$ cat config.mk
export PLATFORM = sky130hd
export DESIGN_NAME = resp_fsm
export DESIGN_NICKNAME = d
export VERILOG_FILES = /design/src/rtl/resp_fsm_pkg.sv /design/src/rtl/resp_fsm_next.sv /design/src/rtl/resp_fsm_out.sv /design/src/rtl/resp_fsm_reg.sv /design/src/rtl/resp_fsm.sv
export SDC_FILE = /design/constraint.sdc
export NUM_CORES = 1
export LEC_CHECK = 0
export BUFFER_PORTS_ARGS = -buffer_cell sky130_fd_sc_hd__buf_4
export CAP_MARGIN = 0
export CORE_AREA = 2 2 39 41
export CTS_BUF_LIST = sky130_fd_sc_hd__clkbuf_8
export DETAILED_ROUTE_END_ITERATION = 6
export DIE_AREA = 0 0 41 43
export PLACE_DENSITY_LB_ADDON = 0.05
export SKIP_CTS_REPAIR_TIMING = 1
export SLEW_MARGIN = 10
export SYNTH_ARGS = -nofsm -noshare
export SYNTH_HDL_FRONTEND = slang
export SYNTH_SLANG_ARGS = --single-unit
$ cat constraint.sdc
create_clock -name clk -period 1.31 [get_ports clk]
set_input_delay 0 -clock clk [delete_from_list [all_inputs] [get_ports clk]]
set_output_delay 0 -clock clk [all_outputs]
set_load 0.03 [all_outputs]
$ cat src/rtl/resp_fsm_pkg.sv
package resp_fsm_pkg;
  localparam int unsigned NUM_STATES = 5;
  localparam int unsigned STATE_W    = $clog2(NUM_STATES);

  typedef enum logic [STATE_W-1:0] {
    ST_A = 3'd0,
    ST_B = 3'd1,
    ST_C = 3'd2,
    ST_D = 3'd3,
    ST_E = 3'd4
  } rstate_t;
endpackage

$ cat src/rtl/resp_fsm_next.sv
module resp_fsm_next
  import resp_fsm_pkg::*;
(
  input  rstate_t cur,
  input  logic    adv,
  input  logic    bit_in,
  output rstate_t nxt
);
  rstate_t stepped;

  always_comb begin
    case (cur)
      ST_A:    stepped = bit_in ? ST_B : ST_A;
      ST_B:    stepped = bit_in ? ST_D : ST_C;
      ST_C:    stepped = bit_in ? ST_D : ST_A;
      ST_D:    stepped = bit_in ? ST_D : ST_E;
      ST_E:    stepped = bit_in ? ST_D : ST_A;
      default: stepped = ST_A;
    endcase
  end

  always_comb begin
    if (adv) nxt = stepped;
    else if (cur > ST_E) nxt = ST_A;
    else nxt = cur;
  end
endmodule

$ cat src/rtl/resp_fsm_out.sv
module resp_fsm_out
  import resp_fsm_pkg::*;
(
  input  rstate_t cur,
  input  logic    adv,
  input  logic    bit_in,
  output logic    z
);
  logic armed;

  always_comb begin
    case (cur)
      ST_D, ST_E: armed = 1'b1;
      default:    armed = 1'b0;
    endcase
  end

  assign z = adv & bit_in & armed;
endmodule

$ cat src/rtl/resp_fsm_reg.sv
module resp_fsm_reg
  import resp_fsm_pkg::*;
(
  input  logic    clk,
  input  logic    rst,
  input  rstate_t d,
  output rstate_t q
);
  always_ff @(posedge clk) begin
    if (rst) q <= ST_A;
    else q <= d;
  end
endmodule

$ cat src/rtl/resp_fsm.sv
module resp_fsm
  import resp_fsm_pkg::*;
(
  input  logic               clk,
  input  logic               rst,
  input  logic               bit_valid,
  output logic               bit_ready,
  input  logic               bit_in,
  output logic               resp_valid,
  output logic               resp_bit,
  output logic [STATE_W-1:0] state_code
);
  rstate_t cur_q;
  rstate_t nxt_d;
  logic    adv;
  logic    z;

  assign adv = bit_valid & ~rst;

  resp_fsm_next u_next (.cur(cur_q), .adv(adv), .bit_in(bit_in), .nxt(nxt_d));
  resp_fsm_out  u_out  (.cur(cur_q), .adv(adv), .bit_in(bit_in), .z(z));
  resp_fsm_reg  u_reg  (.clk(clk), .rst(rst), .d(nxt_d), .q(cur_q));

  assign bit_ready  = 1'b1;
  assign resp_valid = bit_valid;
  assign resp_bit   = z;
  assign state_code = cur_q;


  reset_to_a_chk: assert property (@(posedge clk) rst |=> (cur_q == ST_A));


  d_hold_on_one_chk: assert property (@(posedge clk) disable iff (rst)
    (bit_valid && bit_in && cur_q == ST_D) |=> (cur_q == ST_D));


  e_zero_to_a_chk: assert property (@(posedge clk) disable iff (rst)
    (bit_valid && !bit_in && cur_q == ST_E) |=> (cur_q == ST_A));


  idle_hold_chk: assert property (@(posedge clk) disable iff (rst)
    !bit_valid |=> $stable(cur_q));

  // response only from armed states on a one
  resp_armed_chk: assert property (@(posedge clk) disable iff (rst)
    resp_bit |-> (bit_valid && bit_in && (cur_q == ST_D || cur_q == ST_E)));


  legal_code_chk: assert property (@(posedge clk) disable iff (rst)
    1'b1 |=> (cur_q <= ST_E));
endmodule

==> results of run 1 <==
## synth_stat cells
library cell,instances,area [sq um]
nand2b_1,1,6.260
a211oi_1,1,7.510
nor3b_1,1,7.510
dfxtp_1,3,60.06
a21o_1,1,7.510
buf_4,2,15.01
or4b_1,1,10.01
a21oi_1,3,15.01
or3_1,1,6.260
nand2_2,1,6.260
nor3_1,1,5.000
nand4b_1,1,8.760
a221oi_1,1,8.760
conb_1,1,3.750
nor2b_1,2,12.51
or2b_1,1,7.510
## power by group
part           total [uW]  internal [uW]  switching (uW)
clock network         254            199            55.4
logic                59.5           27.0            32.5
registers             104           97.1            7.30
## worst register-to-register path: cells and delay by family, from the launching register on
family	cells	cell delay, ns
DFF	1	0.36
AOI/OAI and AO/OA	1	0.25
and+or+nand+nor	1	0.41
## final timing paths
| check | slack [ns] | start | end | depth (start not counted) |
|---|---|---|---|---|
| worst min-delay path | 0.08 | bit_in | u_reg.q[2] | 3 |
| worst max register to register | 0.20 | u_reg.q[1] | u_reg.q[1] | 2 |
| worst max-delay path | 0.11 | u_reg.q[1] | resp_bit | 4 |
| worst min register to register | 0.52 | u_reg.q[2] | u_reg.q[1] | 1 |
## cell type report
| class | instances | area share (%) |
|---|---|---|
| Tap cell | 16 | 6.299 |
| Sequential cell | 3 | 19.69 |
| Clock inverter | 1 | 1.181 |
| Timing Repair Buffer | 9 | 22.05 |
| Multi-Input combinational cell | 17 | 37.80 |
| Clock buffer | 3 | 12.99 |
## routing by layer
| metal | track usage [%] | vias to the layer above | wire [um] |
|---|---|---|---|
| met5 | 0 | - | 0 |
| met4 | 0 | 0 | 0 |
| met3 | 4.712 | 0 | 35 |
| met2 | 8.438 | 4 | 239 |
| met1 | 6.410 | 90 | 195 |
| li1 | - | 99 | - |
## cells by family (layout without fill, tap and decap cells)
kind of cell | count (synthesis) | in the layout | share of synthesized area (%)
AOI/OAI and AO/OA | 6 | 6 | 20.67
DFF | 3 | 3 | 32.00
and+or+nand+nor | 10 | 10 | 37.34
buffers and inverters | 2 | 13 | 7.998
other | 1 | 1 | 1.998
## metrics by stage
| step | util, % | worst slack, ns | hold slack, ns | total power (uW) |
|---|---|---|---|---|
| after floorplan | - | 0.01283 | 0.06847 | 141.3 |
| after global placement | 18.63 | 0.1635 | 0.1978 | 163.6 |
| after detailed placement | 18.63 | 0.1887 | 0.2015 | 162.2 |
| after CTS | 21.88 | 0.02869 | -0.02001 | 420.8 |
| after global routing | 22.97 | 0.02256 | 0.1113 | 437.9 |
| final | 22.97 | 0.1088 | 0.08143 | 418.3 |
==> flow_metrics.tcl, run 1 <==
set metrics [dict create \
    run_status "completed" \
    critical_path_class "reg2out" \
    start_util_pct 13.56 \
    netlist_area_sq_um 187.7 \
    final_antenna_net_count 0 \
    rsz0062_at_grt "no" \
    fin_crit_ns 1.201 \
    largest_reg_flops 3 \
    cts.sinks 3 \
    placementRows 14 \
    maxSlewViolCount 0 \
    final_common_cell "buf_4" \
    fp.dieArea_sq_um 1763 \
    yosysWarnings 0 \
    cp-start-kind "register" \
    fin_skew_ns 0.001774 \
    crit_chain "nor3b_1 -> a21oi_1 -> nor3_2 -> buf_4" \
    num_vias 193 \
    postLayoutCellArea_sq_um 317.8 \
    final_cell_mix "8 x buf_4, 3 x a21oi_1, 3 x clkbuf_8, 2 x dfxtp_2" \
    ir_drop_mv 0.7730 \
    die_y_um 43 \
    grt_pass1_vias 186 \
    insertion_delay_ns 0.21 \
    min_period_over_period_pct 91.70 \
    grt.total_usage_pct 5.617 \
    clock-root-buffer "clkbuf_8" \
    crit_family "simple AND/OR/NAND/NOR gates" \
    drt_first_iter_violations 3 \
    place_area_sq_um 257.7 \
    leakage_uw 0.0001319 \
    dp_hpwl_um 370.6 \
    vias_per_cell 3.939 \
    syn_inst 22 \
    wirelength_um 470 \
    setup.worst_path.end_class "output port" \
    critPathMaxFanout 8 \
    first_pass_iters 2 \
    routedWlPerCell_um 9.592 \
    cts_buffers 3 \
    nFillCells 161 \
    drive_gt1_share_pct 48.48 \
    drv_cap 0 \
    gp_congestion 0.6589 \
    fin_tns_setup_ns 0 \
    io_pins 10 \
    synth_nets 26 \
    grt_pass1_wl_um 676 \
    drc 0 \
    ys_ff_latch 3 \
    arrival_ns 1.20 \
    crit_slowest_cell "dfxtp_1" \
    die-width_um 41 \
    worstPathRequired_ns 1.31 \
    hold_path.class "in2reg" \
    syn_area_per_cell_sq_um 8.531 \
    cpPeakStageDelay_ns 0.36 \
    largest_registers "u_reg.q: 3 flops" \
    cts-htree-levels 1 \
    grt_max_degree 9 \
    dpl.cell_count 44 \
    seq_area_sq_um 62.56 \
    regMostFlops "u_reg.q" \
    antenna_found_initial 0 \
    clk_pin_slew_ns 0.03 \
    multi_input_area_sq_um 120.1 \
    core_sq_um 1384 \
    grt-ovfl-total 0 \
    seq_area_frac_synth_pct 32.00 \
    n_antenna_cell 0 \
    fin_cells 49 \
    fmax_mhz 832.5 \
    ys_types 16 \
    cts_buffer_depth 2 \
    cts_tree "built" \
    critPathBufInv 1 \
    area_delta_synth_final_pct 69.33 \
    finalHoldViolCount 0 \
    finalSetupViolCount 0 \
    io_buffers 8 \
    final_nets 38 \
    p_per_area_nw_per_um2 1316 \
]
(Power assumes the default switching activity.)
==> run 2: changes to the inputs <==
==> constraint.sdc (replaced) <==
create_clock -name clk -period 1.4 [get_ports clk]
set_input_delay 0 -clock clk [delete_from_list [all_inputs] [get_ports clk]]
set_output_delay 0 -clock clk [all_outputs]
set_load 0.03 [all_outputs]
==> flow_metrics.tcl, run 2 (synthesis gave the netlist of run 1 again) <==
set metrics [dict create \
    antenna_found_initial 0 \
    p_total_uw 390.2 \
    n_antenna_cell 0 \
    cts_buffer_depth 2 \
    final_cell_mix "8 x buf_4, 3 x a21oi_1, 3 x clkbuf_8, 3 x dfxtp_1, 2 x nor2b_1" \
    cts-htree-levels 1 \
    critPathMaxFanout 7 \
    critical_path_class "reg2out" \
    rrSetupSlack_ns 0.29 \
    clk_pin_slew_ns 0.03 \
    gp_congestion 0.6589 \
    run_status "completed" \
    largest_reg_flops 3 \
    die-width_um 41 \
    postLayoutCellArea_sq_um 312.8 \
    final_common_cell "buf_4" \
    dpl.cell_count 44 \
    grt_pass1_wl_um 676 \
    worstPathRequired_ns 1.40 \
    placementRows 14 \
    regMostFlops "u_reg.q" \
    pwr-share-clk_pct 61.1 \
    io_buffers 8 \
    fin_ws_ns 0.1476 \
    fin_skew_ns 0.001391 \
    largest_registers "u_reg.q: 3 flops" \
    netSwitchingPower_uw 88.99 \
    routedWlPerCell_um 9.449 \
    leakage_uw 0.0001306 \
    core_sq_um 1384 \
    min_period_over_period_pct 89.46 \
    p_per_area_nw_per_um2 1248 \
    maxSlewViolCount 0 \
    grt_pass1_vias 186 \
    hold_path.class "in2reg" \
    reg2reg_to "u_reg.q[1]" \
    start_util_pct 13.56 \
    num_vias 195 \
    hold_depth 3 \
    first_pass_iters 2 \
    drv_cap 0 \
    insertion_delay_ns 0.21 \
    fin_tns_setup_ns 0 \
    fmax_mhz 798.5 \
    vias_per_cell 3.980 \
    wirelength_um 463 \
    pre_cts_ws_ns 0.2787 \
    cts_buffers 3 \
    drc 0 \
    area_delta_synth_final_pct 66.67 \
    clock-root-buffer "clkbuf_8" \
    cts.sinks 3 \
    rsz0062_at_grt "no" \
    r2r_cells 2 \
    fp.dieArea_sq_um 1763 \
    dp_hpwl_um 370.6 \
    drive_gt1_share_pct 39.39 \
    final_antenna_net_count 0 \
    final_nets 38 \
    worstHoldStart "bit_in" \
    finalHoldViolCount 0 \
    drt_first_iter_violations 3 \
    swShare_pct 22.80 \
    hold_end "u_reg.q[2]" \
    reg2reg_from "u_reg.q[1]" \
    combPwrFrac_pct 14.1 \
    place_area_sq_um 257.7 \
    io_pins 10 \
    grt.total_usage_pct 5.617 \
    intPower_uw 301.2 \
    die_y_um 43 \
    grt_max_degree 9 \
    grt-ovfl-total 0 \
    ir_drop_mv 0.7180 \
    p_seq_share_pct 24.9 \
    fin_crit_ns 1.252 \
    cts_tree "built" \
    finalSetupViolCount 0 \
    cp-start-kind "register" \
    fin_cells 49 \
    arrival_ns 1.25 \
    setup.worst_path.end_class "output port" \
]
-- run 2: layout make-up --
| type | count | area, sq um |
|---|---|---|
| Tap cell | 16 | 20.02 |
| Clock buffer | 3 | 41.29 |
| Timing Repair Buffer | 9 | 70.07 |
| Sequential cell | 3 | 60.06 |
| Fill cell | 161 | 1071 |
| Clock inverter | 1 | 3.754 |
| Multi-Input combinational cell | 17 | 117.6 |
-- run 2: layer usage --
metal / global-route usage [%] / vias to the layer above / part of all wire (%)
met4: 0 / 0 / 0
li1: - / 99 / -
met2: 8.438 / 4 / 51
met3: 4.712 / 0 / 7.6
met5: 0 / - / 0
met1: 6.410 / 92 / 41
-- run 2: critical path, stage by stage, from the launching register on --
cell and delay, ns:
dfxtp_1 0.42, nor3b_1 0.21, a21oi_1 0.08, nor3_2 0.16, buf_4 0.18
-- run 2: power groups by stage --
stage | Combinational (uW) | Sequential [uW] | Clock [uW]
floorplan | 27.3 | 105 | 0
global placement | 54.5 | 98.6 | 0
detailed placement | 53.5 | 98.2 | 0
CTS | 53.6 | 97.1 | 243
global route | 59.3 | 98.1 | 251
finish | 54.8 | 97.1 | 238
-- run 2: per-stage QoR --
stage	hold WS, ns	utilization [%]
CTS	-0.02001	21.88
finish	0.08730	22.60
detailed placement	0.2015	18.63
global placement	0.1978	18.63
global route	0.1189	22.60
floorplan	0.06847	-
-- run 2: how the worst max path moves through the flow --
stage	cells after the start	slack (ns)	to	start
after CTS	4	0.12	resp_bit	u_reg.q[2]
after floorplan	3	0.10	resp_bit	u_reg.q[0]
after detailed placement	2	0.28	u_reg.q[1]	u_reg.q[1]
final	4	0.15	resp_bit	u_reg.q[2]
after global routing	4	0.05	resp_bit	u_reg.q[0]
after global placement	2	0.25	u_reg.q[2]	u_reg.q[2]
==> run 3: changes to the inputs <==
--- a/config.mk
+++ b/config.mk
@@ -12,8 +12,10 @@
 export DETAILED_ROUTE_END_ITERATION = 6
 export DIE_AREA = 0 0 41 43
 export PLACE_DENSITY_LB_ADDON = 0.05
+export REMOVE_ABC_BUFFERS = 1
 export SKIP_CTS_REPAIR_TIMING = 1
 export SLEW_MARGIN = 10
 export SYNTH_ARGS = -nofsm -noshare
 export SYNTH_HDL_FRONTEND = slang
 export SYNTH_SLANG_ARGS = --single-unit
+export TNS_END_PERCENT = 30
==> flow_metrics.tcl, run 3 (synthesis gave the netlist of run 1 again) <==
set metrics [dict create \
    final_nets 38 \
    ir_drop_mv 0.3201 \
    insertion_delay_ns 0.21 \
    io_pins 10 \
    largest_reg_flops 3 \
    die_y_um 43 \
    critPathMaxFanout 7 \
    drv_cap 0 \
    cp-start-kind "register" \
    clk_pin_slew_ns 0.03 \
    p_total_uw 392.8 \
    pre_cts_ws_ns 0.2875 \
    cts_buffers 3 \
    grt-ovfl-total 0 \
    largest_registers "u_reg.q: 3 flops" \
    placementRows 14 \
    drc 0 \
    final_common_cell "buf_4" \
    worstPathRequired_ns 1.40 \
    fin_ws_ns 0.1145 \
    drt_first_iter_violations 1 \
    fp.dieArea_sq_um 1763 \
    final_cell_mix "8 x buf_4, 3 x a21oi_1, 3 x clkbuf_8, 3 x dfxtp_1, 2 x nor2b_1" \
    maxSlewViolCount 0 \
    critical_path_class "reg2out" \
    drive_gt1_share_pct 36.36 \
    die-width_um 41 \
    cts_tree "built" \
    regMostFlops "u_reg.q" \
    grt_max_degree 9 \
    core_sq_um 1384 \
    run_status "completed" \
    vias_per_cell 4.163 \
    cts.sinks 3 \
    io_buffers 8 \
    min_period_over_period_pct 91.82 \
    rrSetupSlack_ns 0.29 \
    setup.worst_path.end_class "output port" \
    leakage_uw 0.0001303 \
    finalHoldViolCount 0 \
    nFillCells 159 \
    seq_area_sq_um 60.06 \
    critPathBufInv 1 \
    multi_input_area_sq_um 112.6 \
    fin_crit_ns 1.286 \
    fmax_mhz 777.9 \
    rsz0062_at_grt "no" \
    grt_pass1_wl_um 627 \
    hold_path.class "in2reg" \
    antenna_found_initial 0 \
    arrival_ns 1.29 \
    grt_pass1_vias 159 \
    start_util_pct 13.56 \
    first_pass_iters 2 \
    clock-root-buffer "clkbuf_8" \
    cts-htree-levels 1 \
    finalSetupViolCount 0 \
    cts_buffer_depth 2 \
    gp_congestion 0.6118 \
    area_delta_synth_final_pct 64.00 \
    routedWlPerCell_um 9.816 \
    n_antenna_cell 0 \
    wirelength_um 481 \
    num_vias 204 \
    crit_slowest_cell "dfxtp_1" \
    crit_chain "nor3b_1 -> a21oi_1 -> nor3_1 -> buf_4" \
    cpPeakStageDelay_ns 0.43 \
    p_per_area_nw_per_um2 1276 \
    crit_family "flip-flops" \
    fin_skew_ns 0.00004022 \
    final_antenna_net_count 0 \
    grt.total_usage_pct 6.313 \
]
run 3: per-layer routing:
metal	global-route usage [%]	vias up	share of wire, %
li1	-	99	-
met2	8.125	7	52
met1	4.792	98	36
met5	0	-	0
met4	8.000	0	0
met3	5.236	0	12
run 3: power by group:
part | leakage [uW] | internal (uW) | switching [uW]
clock | 0.0000269 | 186 | 54.6
sequential | 0.0000245 | 90.4 | 6.80
combinational | 0.0000789 | 24.6 | 30.0
run 3: final timing paths:
path         startpoint          to  cells after the start
min reg2reg  u_reg.q[2]  u_reg.q[1]                      1
min              bit_in  u_reg.q[2]                      3
max          u_reg.q[2]    resp_bit                      4
max reg2reg  u_reg.q[1]  u_reg.q[2]                      2
run 3: per-stage QoR:
stage                     setup TNS [ns]  util [%]  hold slack [ns]  cell area, sq um  cells
final                                  0     22.24          0.09747             307.8     49
after global routing                   0     22.24           0.1050             307.8     49
after CTS                              0     21.52         -0.02978             297.8     48
after detailed placement               0     18.26           0.1936             252.7     44
after global placement                 0     18.26           0.2019             252.7     44
after floorplan                  -0.1401         -                0             172.7     20
run 3: worst reg2reg max path: cells and delay by family (launching register included):
kind            cells  cell delay, ns
compound gates      1            0.16
flops               1            0.36
simple gates        1            0.53
run 3: cell type report:
type / count / share of cell area [%]
Clock buffer: 3 / 13.41
Clock inverter: 1 / 1.220
Multi-Input combinational cell: 17 / 36.59
Sequential cell: 3 / 19.51
Tap cell: 16 / 6.504
Timing Repair Buffer: 9 / 22.76
